$ cat src/rtl/gpio_bank_pkg.sv
`timescale 1ns/1ps
package gpio_bank_pkg;
   // Role a pin takes when its control-select bit is set.
   typedef enum logic [2:0] {
      PK_PLAIN = 3'd0,
      PK_SLEEP = 3'd1,
      PK_INDEX = 3'd2,
      PK_SPKIN = 3'd3,
      PK_DEDIC = 3'd4
   } pin_kind_e;

   localparam int REG_AW = 3;
   localparam logic [REG_AW-1:0] A_DATA = 3'd0;
   localparam logic [REG_AW-1:0] A_DIR  = 3'd1;
   localparam logic [REG_AW-1:0] A_PU   = 3'd2;
   localparam logic [REG_AW-1:0] A_PD   = 3'd3;
   localparam logic [REG_AW-1:0] A_CSEL = 3'd4;
endpackage

$ cat src/rtl/gpio_bank_sync.sv
`timescale 1ns/1ps
module gpio_bank_sync #(
   parameter int W      = 27,
   parameter int STAGES = 2
) (
   input  logic         clk,
   input  logic         rst_n,
   input  logic [W-1:0] d,
   output logic [W-1:0] q
);
   if (STAGES < 2) begin : g_err_depth
      $error("gpio_bank_sync: STAGES must be at least 2");
   end

   logic [STAGES-1:0][W-1:0] chain;

   always_ff @(posedge clk or negedge rst_n) begin
      if (!rst_n) chain <= '0;
      else        chain <= {chain[STAGES-2:0], d};
   end

   assign q = chain[STAGES-1];
endmodule

$ cat src/rtl/gpio_bank_regs.sv
`timescale 1ns/1ps
module gpio_bank_regs
   import gpio_bank_pkg::*;
#(
   parameter int NPINS = 27
) (
   input  logic              clk,
   input  logic              rst_n,
   input  logic              wr_en,
   input  logic [REG_AW-1:0] addr,
   input  logic [NPINS-1:0]  wdata,
   input  logic [NPINS-1:0]  level,
   output logic [NPINS-1:0]  rdata,
   output logic [NPINS-1:0]  data_q,
   output logic [NPINS-1:0]  dir_q,
   output logic [NPINS-1:0]  pu_q,
   output logic [NPINS-1:0]  pd_q,
   output logic [NPINS-1:0]  csel_q
);
   logic [NPINS-1:0] rd_mux;

   always_comb begin
      unique case (addr)
         A_DATA:  rd_mux = level;
         A_DIR:   rd_mux = dir_q;
         A_PU:    rd_mux = pu_q;
         A_PD:    rd_mux = pd_q;
         A_CSEL:  rd_mux = csel_q;
         default: rd_mux = '0;
      endcase
   end

   always_ff @(posedge clk or negedge rst_n) begin
      if (!rst_n) begin
         data_q <= '0;
         dir_q  <= '0;
         pu_q   <= '0;
         pd_q   <= '1;
         csel_q <= '0;
         rdata  <= '0;
      end else begin
         rdata <= rd_mux;
         if (wr_en) begin
            case (addr)
               A_DATA:  data_q <= wdata;
               A_DIR:   dir_q  <= wdata;
               A_PU:    pu_q   <= wdata;
               A_PD:    pd_q   <= wdata;
               A_CSEL:  csel_q <= wdata;
               default: ;
            endcase
         end
      end
   end
endmodule

$ cat src/rtl/gpio_bank_pin.sv
`timescale 1ns/1ps
module gpio_bank_pin
   import gpio_bank_pkg::*;
#(
   parameter pin_kind_e KIND = PK_PLAIN
) (
   input  logic data,
   input  logic dir,
   input  logic csel,
   input  logic sleep_n,
   input  logic idx_bit,
   input  logic ctrl_bit,
   output logic oe,
   output logic out
);
   always_comb begin
      oe  = dir;
      out = data;
      case (KIND)
         PK_SLEEP: if (csel) out = data & sleep_n;
         PK_INDEX: if (csel) out = idx_bit;
         PK_DEDIC: if (csel) out = ctrl_bit;
         PK_SPKIN: if (csel) oe  = 1'b0;
         default:  ;
      endcase
   end
endmodule

$ cat src/rtl/gpio_bank.sv
`timescale 1ns/1ps
module gpio_bank
   import gpio_bank_pkg::*;
#(
   parameter int               NPINS       = 27,
   parameter int               IDX_W       = 8,
   parameter int               IDX_LO      = 'h60,
   parameter int               IDX_HI      = 'h6F,
   parameter int               SYNC_STAGES = 2,
   parameter logic [NPINS-1:0] SLEEP_MASK  = 27'h000C0F8,
   parameter logic [NPINS-1:0] INDEX_MASK  = 27'h0000007,
   parameter logic [NPINS-1:0] SPKIN_MASK  = 27'h0003000,
   parameter logic [NPINS-1:0] DEDIC_MASK  = 27'h0FF0F00
) (
   input  logic              clk,
   input  logic              rst_n,
   input  logic              wr_en,
   input  logic [REG_AW-1:0] addr,
   input  logic [NPINS-1:0]  wdata,
   output logic [NPINS-1:0]  rdata,
   input  logic [NPINS-1:0]  pad_in,
   output logic [NPINS-1:0]  pad_oe,
   output logic [NPINS-1:0]  pad_out,
   output logic [NPINS-1:0]  pad_pu,
   output logic [NPINS-1:0]  pad_pd,
   input  logic              sleep_n,
   input  logic [IDX_W-1:0]  idx_val,
   input  logic [NPINS-1:0]  ctrl_src,
   input  logic              spk_in,
   output logic              spk_out
);
   localparam logic [IDX_W-1:0] LO_V = IDX_LO[IDX_W-1:0];
   localparam logic [IDX_W-1:0] HI_V = IDX_HI[IDX_W-1:0];

   // Elaboration-time checks on the parameter set.
   if (((SLEEP_MASK & INDEX_MASK) | (SLEEP_MASK & SPKIN_MASK) | (SLEEP_MASK & DEDIC_MASK) |
        (INDEX_MASK & SPKIN_MASK) | (INDEX_MASK & DEDIC_MASK) | (SPKIN_MASK & DEDIC_MASK)) != '0)
   begin : g_err_overlap
      $error("gpio_bank: pin role masks overlap");
   end
   if (IDX_W < NPINS && (INDEX_MASK >> IDX_W) != '0) begin : g_err_idx
      $error("gpio_bank: index pin beyond index width");
   end
   if (IDX_LO > IDX_HI || IDX_HI >= (1 << IDX_W)) begin : g_err_window
      $error("gpio_bank: bad index window");
   end

   function automatic pin_kind_e kind_of(input int p);
      if (SLEEP_MASK[p])      return PK_SLEEP;
      else if (INDEX_MASK[p]) return PK_INDEX;
      else if (SPKIN_MASK[p]) return PK_SPKIN;
      else if (DEDIC_MASK[p]) return PK_DEDIC;
      else                    return PK_PLAIN;
   endfunction

   logic [NPINS-1:0] level;
   logic [NPINS-1:0] data_q, dir_q, pu_q, pd_q, csel_q;
   logic             idx_oor;
   logic [IDX_W-1:0] idx_eff;

   gpio_bank_sync #(.W(NPINS), .STAGES(SYNC_STAGES)) u_sync (
      .clk   (clk),
      .rst_n (rst_n),
      .d     (pad_in),
      .q     (level)
   );

   gpio_bank_regs #(.NPINS(NPINS)) u_regs (
      .clk    (clk),
      .rst_n  (rst_n),
      .wr_en  (wr_en),
      .addr   (addr),
      .wdata  (wdata),
      .level  (level),
      .rdata  (rdata),
      .data_q (data_q),
      .dir_q  (dir_q),
      .pu_q   (pu_q),
      .pd_q   (pd_q),
      .csel_q (csel_q)
   );

   assign idx_oor = (idx_val < LO_V) || (idx_val > HI_V);
   assign idx_eff = idx_oor ? '1 : idx_val;

   for (genvar p = 0; p < NPINS; p++) begin : g_pin
      localparam pin_kind_e K = kind_of(p);
      gpio_bank_pin #(.KIND(K)) u_pin (
         .data     (data_q[p]),
         .dir      (dir_q[p]),
         .csel     (csel_q[p]),
         .sleep_n  (sleep_n),
         .idx_bit  (idx_eff[p % IDX_W]),
         .ctrl_bit (ctrl_src[p]),
         .oe       (pad_oe[p]),
         .out      (pad_out[p])
      );
   end

   // Pulldown wins over pullup.
   assign pad_pd  = pd_q;
   assign pad_pu  = pu_q & ~pd_q;
   assign spk_out = spk_in ^ (^(level & csel_q & SPKIN_MASK));
endmodule

$ cat config.mk
export PLATFORM = sky130hd
export DESIGN_NAME = gpio_bank
export DESIGN_NICKNAME = d
export VERILOG_FILES = /design/src/rtl/gpio_bank_pkg.sv /design/src/rtl/gpio_bank_sync.sv /design/src/rtl/gpio_bank_regs.sv /design/src/rtl/gpio_bank_pin.sv /design/src/rtl/gpio_bank.sv
export SDC_FILE = /design/constraint.sdc
export NUM_CORES = 1
export LEC_CHECK = 0
export BUFFER_PORTS_ARGS = -buffer_cell sky130_fd_sc_hd__buf_2
export CORE_ASPECT_RATIO = 0.7
export CORE_MARGIN = 3
export CORE_UTILIZATION = 30
export CTS_CLUSTER_SIZE = 40
export DETAILED_ROUTE_END_ITERATION = 12
export PLACE_DENSITY = 0.48
export SLEW_MARGIN = 40
export SYNTH_ARGS = -nofsm -noshare
export SYNTH_HDL_FRONTEND = slang
export SYNTH_SLANG_ARGS = --single-unit
$ cat constraint.sdc
create_clock -name clk -period 2.2 [get_ports clk]
set_input_delay 0 -clock clk [delete_from_list [all_inputs] [get_ports clk]]
set_output_delay 0 -clock clk [all_outputs]
set_load 0.02 [all_outputs]
; Word level (Yosys, flattened, before mapping)
; Cells that the tools add are included.
[word_totals]
inputBits = 97
wordCells = 59
regBits = 216
[op_classes]
bitwise_logic = 11
eq_ne = 4
reduce_logical = 8
n_lt_le_gt_ge = 2
muxes = 26
[op_table]
columns = op, n
row1 = $pmux W27 S5, 1
row2 = $and A27 B27 Y27, 1
row3 = $not A27 Y27, 1
row4 = $reduce_xor A27 Y1, 1
row5 = $mux W1, 24
row6 = $and A14 B14 Y14, 1
row7 = $reduce_and A2 Y1, 5
row8 = $gt A8 B7 Y1 const B, 1
row9 = $lt A8 B7 Y1 const B, 1
row10 = $and A1 B1 Y1, 7
row11 = $eq A3 B2 Y1 const B, 2
row12 = $eq A3 B1 Y1 const B, 1
row13 = $eq A3 B3 Y1 const B, 1
row14 = $logic_not A3 Y1, 1
row15 = $mux W3, 1
row16 = $logic_or A1 B1 Y1, 1
row17 = $xor A1 B1 Y1, 1

; Logic depth before layout (Yosys ltp)
[depth]
ltp_word = 4
depth_mapped = 6
mapped_depth_nobuf = 3

; Hierarchy
; From an unflattened synthesis, not the netlist that was laid out.
[unflattened]
cells_unflattened = 630
area_unflattened_um2 = 9166.3
[by_module_without_submodules]
columns = mod, seq_area_each_um2, cells_per_inst, n_inst, area_each_um2
row1 = gpio_bank_regs, 4087.7, 450, 1, 6806.5
row2 = gpio_bank_sync, 1351.3, 81, 1, 1554.0
row3 = gpio_bank_pin (g_pin[0].u_pin ...), 0.0, 2, 15, 22.5
row4 = gpio_bank, 0.0, 38, 1, 249.0
row5 = gpio_bank_pin (g_pin[14].u_pin ...), 0.0, 3, 7, 18.8
row6 = gpio_bank_pin (g_pin[24].u_pin ...), 0.0, 2, 3, 15.0
row7 = gpio_bank_pin (g_pin[12].u_pin ...), 0.0, 2, 2, 21.3

; Least setup slack after synthesis
; OpenSTA, ideal clock, no wires.
[synth_timing]
kind = in2reg
from = input addr[1]
to = register u_regs.csel_q[10]
path_buffers = 3
path_slack_ps = 846
path_stages = 6
setup_ps = 127
t_arrival_ps = 1227
path_cell_list = buf_4 > nor3b_4 > and2_1 > buf_6 > buf_6 > mux2_1
[synth_between]
elab_chain_cells = 2
[synth_lines]
columns = element, line
row1 = from (decl), gpio_bank.sv:18  ; input logic [REG_AW-1:0] addr,
row2 = $eq A3 B3 Y1, gpio_bank_regs.sv:44  ; case (addr)
row3 = $reduce_and A2 Y1 (no line), --
row4 = to (signal assigned), gpio_bank_regs.sv:49  ; A_CSEL: csel_q <= wdata;
row5 = to (decl), gpio_bank_regs.sv:18  ; output logic [NPINS-1:0] csel_q
; No other way between the ends.
; A chain may end at the register's enable or synchronous reset.

; Worst setup path after layout
[layout_timing]
from = input addr[0]
to = register u_regs.rdata[5]
[layout_between]
elab_chain_cells = 2
[layout_lines]
columns = element, line
row1 = "$eq A3 B3 Y1, or another cell as far along", gpio_bank_regs.sv:23  ; unique case (addr)
row2 = $pmux W27 S5 *, gpio_bank_regs.sv:23
row3 = named net u_regs.rd_mux[5], gpio_bank_regs.sv:20  ; logic [NPINS-1:0] rd_mux;
row4 = to (signal assigned), gpio_bank_regs.sv:42  ; rdata <= rd_mux;
row5 = to (decl), gpio_bank_regs.sv:13  ; output logic [NPINS-1:0] rdata,
; Mark *: on every way through the listed nets, which the timed path passes. The rest lies on a longest branch.

==> impl_metrics.tcl <==
set metrics [dict create \
    htree_levels 1 \
    drv_slew 0 \
    maxSlewHeadroom_pct 54.93 \
    hold_ws_ns 0.06502 \
    drive_above_1_share_pct 51.18 \
    numCtsBuffers 24 \
    design.die.area_um2 31810 \
    crit_fanout 17 \
    initial_core_util_pct 30.61 \
    insertion_delay_ns 0.52 \
    core_um2 29080 \
    period_share_pct 83.54 \
    cts_tree "built" \
    status "completed" \
    fin_setup_tns_ns 0 \
    antenna_left 0 \
    grt_pass1_wl_mm 37.27 \
    path_clk_slew_ns 0.06 \
    routabilityCongestion 0.7533 \
    worstPathRequired_ns 2.65 \
    layout_common_cells "215 x buf_2, 189 x dfrtp_1, 126 x mux2_2" \
    min_path_type "in -> async" \
    ir_worst_vdd_uv 596.1 \
    place_area_um2 10140 \
    start_kind "input port" \
    fp.dieH_um 150.1 \
    hold_viol_final 0 \
    num-nets-final 923 \
    ios 233 \
    viasPerCell 4.598 \
    synth_cell_type_count 31 \
    wirelength_mm 24.70 \
    arrival_ns 2.28 \
    die_x_um 211.9 \
    final_common_cell "buf_2" \
    wl_per_cell_um 20.20 \
    drtIter0Drc 176 \
    areaGrowthSynthToFinish_pct 29.55 \
    cts_buffer_depth 3 \
    syn_nets 687 \
    gr-usage-all-layers_pct 15.38 \
    fillers 2759 \
    antenna_found_initial 2 \
    clock_sinks 216 \
    yosysWarnings 0 \
    cap_violations 0 \
    setup_viol 0 \
    num_rows 52 \
    dp.cells 1121 \
    max_slew.worst_pin.slew_ns 0.6739 \
    total_leakage_power_uw 0.005303 \
    power_density_nw_per_um2 1042 \
    grt_pass1_vias 6052 \
    dp_hpwl_mm 16.12 \
    ys_seq_area_share_pct 61.09 \
    layout_setup_ws_ns 0.3622 \
    period_minus_slack_ns 1.838 \
    ys_ff_latch 216 \
    cts-root-buf "clkbuf_16" \
    grt_max_degree 69 \
    io_buffers 216 \
    vias 5623 \
    worstSetupPathType "in -> reg" \
    overflow 0 \
    grt_setup_unrepaired "no" \
    fin_cells 1223 \
    dp_slack_ns 0.4774 \
    syn-instance-count 590 \
    synth_area_per_cell_um2 15.09 \
    final.setup_skew_ns 0.01565 \
    syn_area_um2 8904 \
    cp-end-kind "flip-flop" \
    max_freq_ghz 0.5441 \
    final_area_um2 11530 \
    drc 0 \
    firstDrtPassIters 4 \
]
-- Yosys cell counts --
| library cell | n | area [µm²] |
|---|---|---|
| dfrtp_1 | 189 | 4730 |
| mux2_2 | 126 | 1419 |
| buf_4 | 60 | 450.4 |
| nor2b_1 | 29 | 181.4 |
| dfstp_2 | 27 | 709.4 |
| mux2i_1 | 27 | 270.3 |
| a221o_1 | 26 | 260.3 |
| o2bb2ai_1 | 26 | 227.7 |
| mux2_1 | 21 | 236.5 |
| buf_2 | 9 | 45.04 |
| a21boi_0 | 7 | 52.55 |
| clkbuf_1 | 7 | 26.28 |
| buf_6 | 6 | 67.56 |
| nor2_1 | 6 | 22.52 |
| nand2_1 | 4 | 15.01 |
| a21oi_1 | 3 | 15.01 |
| nor4bb_1 | 2 | 20.02 |
| xnor2_1 | 2 | 17.52 |
| and2_1 | 1 | 6.260 |
| inv_1 | 1 | 3.750 |
| nand2b_1 | 1 | 6.260 |
| nand3b_1 | 1 | 7.510 |
| nand4b_2 | 1 | 15.01 |
| nand4bb_1 | 1 | 11.26 |
| nor3_2 | 1 | 10.01 |
| nor3b_2 | 1 | 12.51 |
| nor3b_4 | 1 | 18.77 |
| nor4b_4 | 1 | 23.77 |
| o21a_1 | 1 | 7.510 |
| o21ai_0 | 1 | 5.000 |
| o32a_1 | 1 | 10.01 |
-- where the power goes --
part	internal, µW	switching (µW)
Sequential	4740	478
Combinational	1180	1470
Clock	2570	1590
-- area by class of cell --
type | instances | area [µm²] | area share [%]
diodes | 1 | 2.502 | 0.02169
clock buffers | 38 | 714.4 | 6.194
clock inverters | 6 | 105.1 | 0.9112
inverters | 1 | 3.754 | 0.03254
multi-input cells | 291 | 2918 | 25.30
flip-flops and latches | 216 | 5439 | 47.15
well taps | 378 | 473.0 | 4.100
repair buffers | 292 | 1879 | 16.29
-- sequential cells by signal, indices dropped and copies added (netlist names) --
name / flops
u_regs.data_q: 27
u_regs.csel_q: 27
u_regs.dir_q: 27
u_regs.pu_q: 27
u_regs.rdata: 27
u_sync.q: 27
u_sync.chain: 27
u_regs.pd_q: 27
-- per-stage QoR --
stage	total power, µW	util [%]
after floorplan	7101	-
after global placement	7821	34.87
after detailed placement	7891	34.87
after CTS	12220	39.65
after global routing	12630	39.66
final	12020	39.66
-- per-layer routing --
| metal | GRT usage, % | vias up | wire [µm] |
|---|---|---|---|
| met4 | 3.145 | 2 | 459 |
| li1 | - | 2550 | - |
| met2 | 24.37 | 166 | 11240 |
| met1 | 21.11 | 2871 | 11220 |
| met3 | 4.541 | 34 | 1776 |
| met5 | 0 | - | 7 |
-- final timing paths --
check                                      startpoint                     endpoint  slack [ns]  cells after the start
setup / recovery                              addr[0]    u_regs.rdata[5]$_DFF_PN0_        0.36                      7
setup reg to reg           u_regs.pd_q[5]$_DFFE_PN1P_    u_regs.rdata[5]$_DFF_PN0_        0.71                      4
max in group asynchronous                       rst_n  u_regs.pd_q[15]$_DFFE_PN1P_        1.41                      3
min in group clk                            pad_in[6]    u_sync.chain[6]$_DFF_PN0_        0.12                      2
hold reg to reg             u_sync.chain[2]$_DFF_PN0_        u_sync.q[2]$_DFF_PN0_        0.35                      0
hold / removal                                  rst_n  u_regs.dir_q[0]$_DFFE_PN0P_        0.07                      2
-- critical path: stages --
cell and delay, ns:
dlygate4sd3_1 0.52, buf_2 0.37, nand2b_2 0.33, buf_12 0.26, o32a_1 0.16, o21ai_0 0.07, dlygate4sd3_1 0.56
-- what timing repair did --
action	4_1_cts	5_1_grt
endpoints found under the hold margin	361	0
buffers inserted	0	0
hold buffers	57	0
resized for setup	0	0
-- kinds of logic after synthesis --
| group | share of synthesized area, % |
|---|---|
| flip-flops | 61.09 |
| multiplexers | 21.63 |
| buffers and inverters | 6.661 |
| AO/OA/AOI/OAI | 6.492 |
| AND/OR/NAND/NOR | 3.935 |
| XOR/XNOR | 0.1968 |
Note: power is estimated with default switching activity, not from simulation.
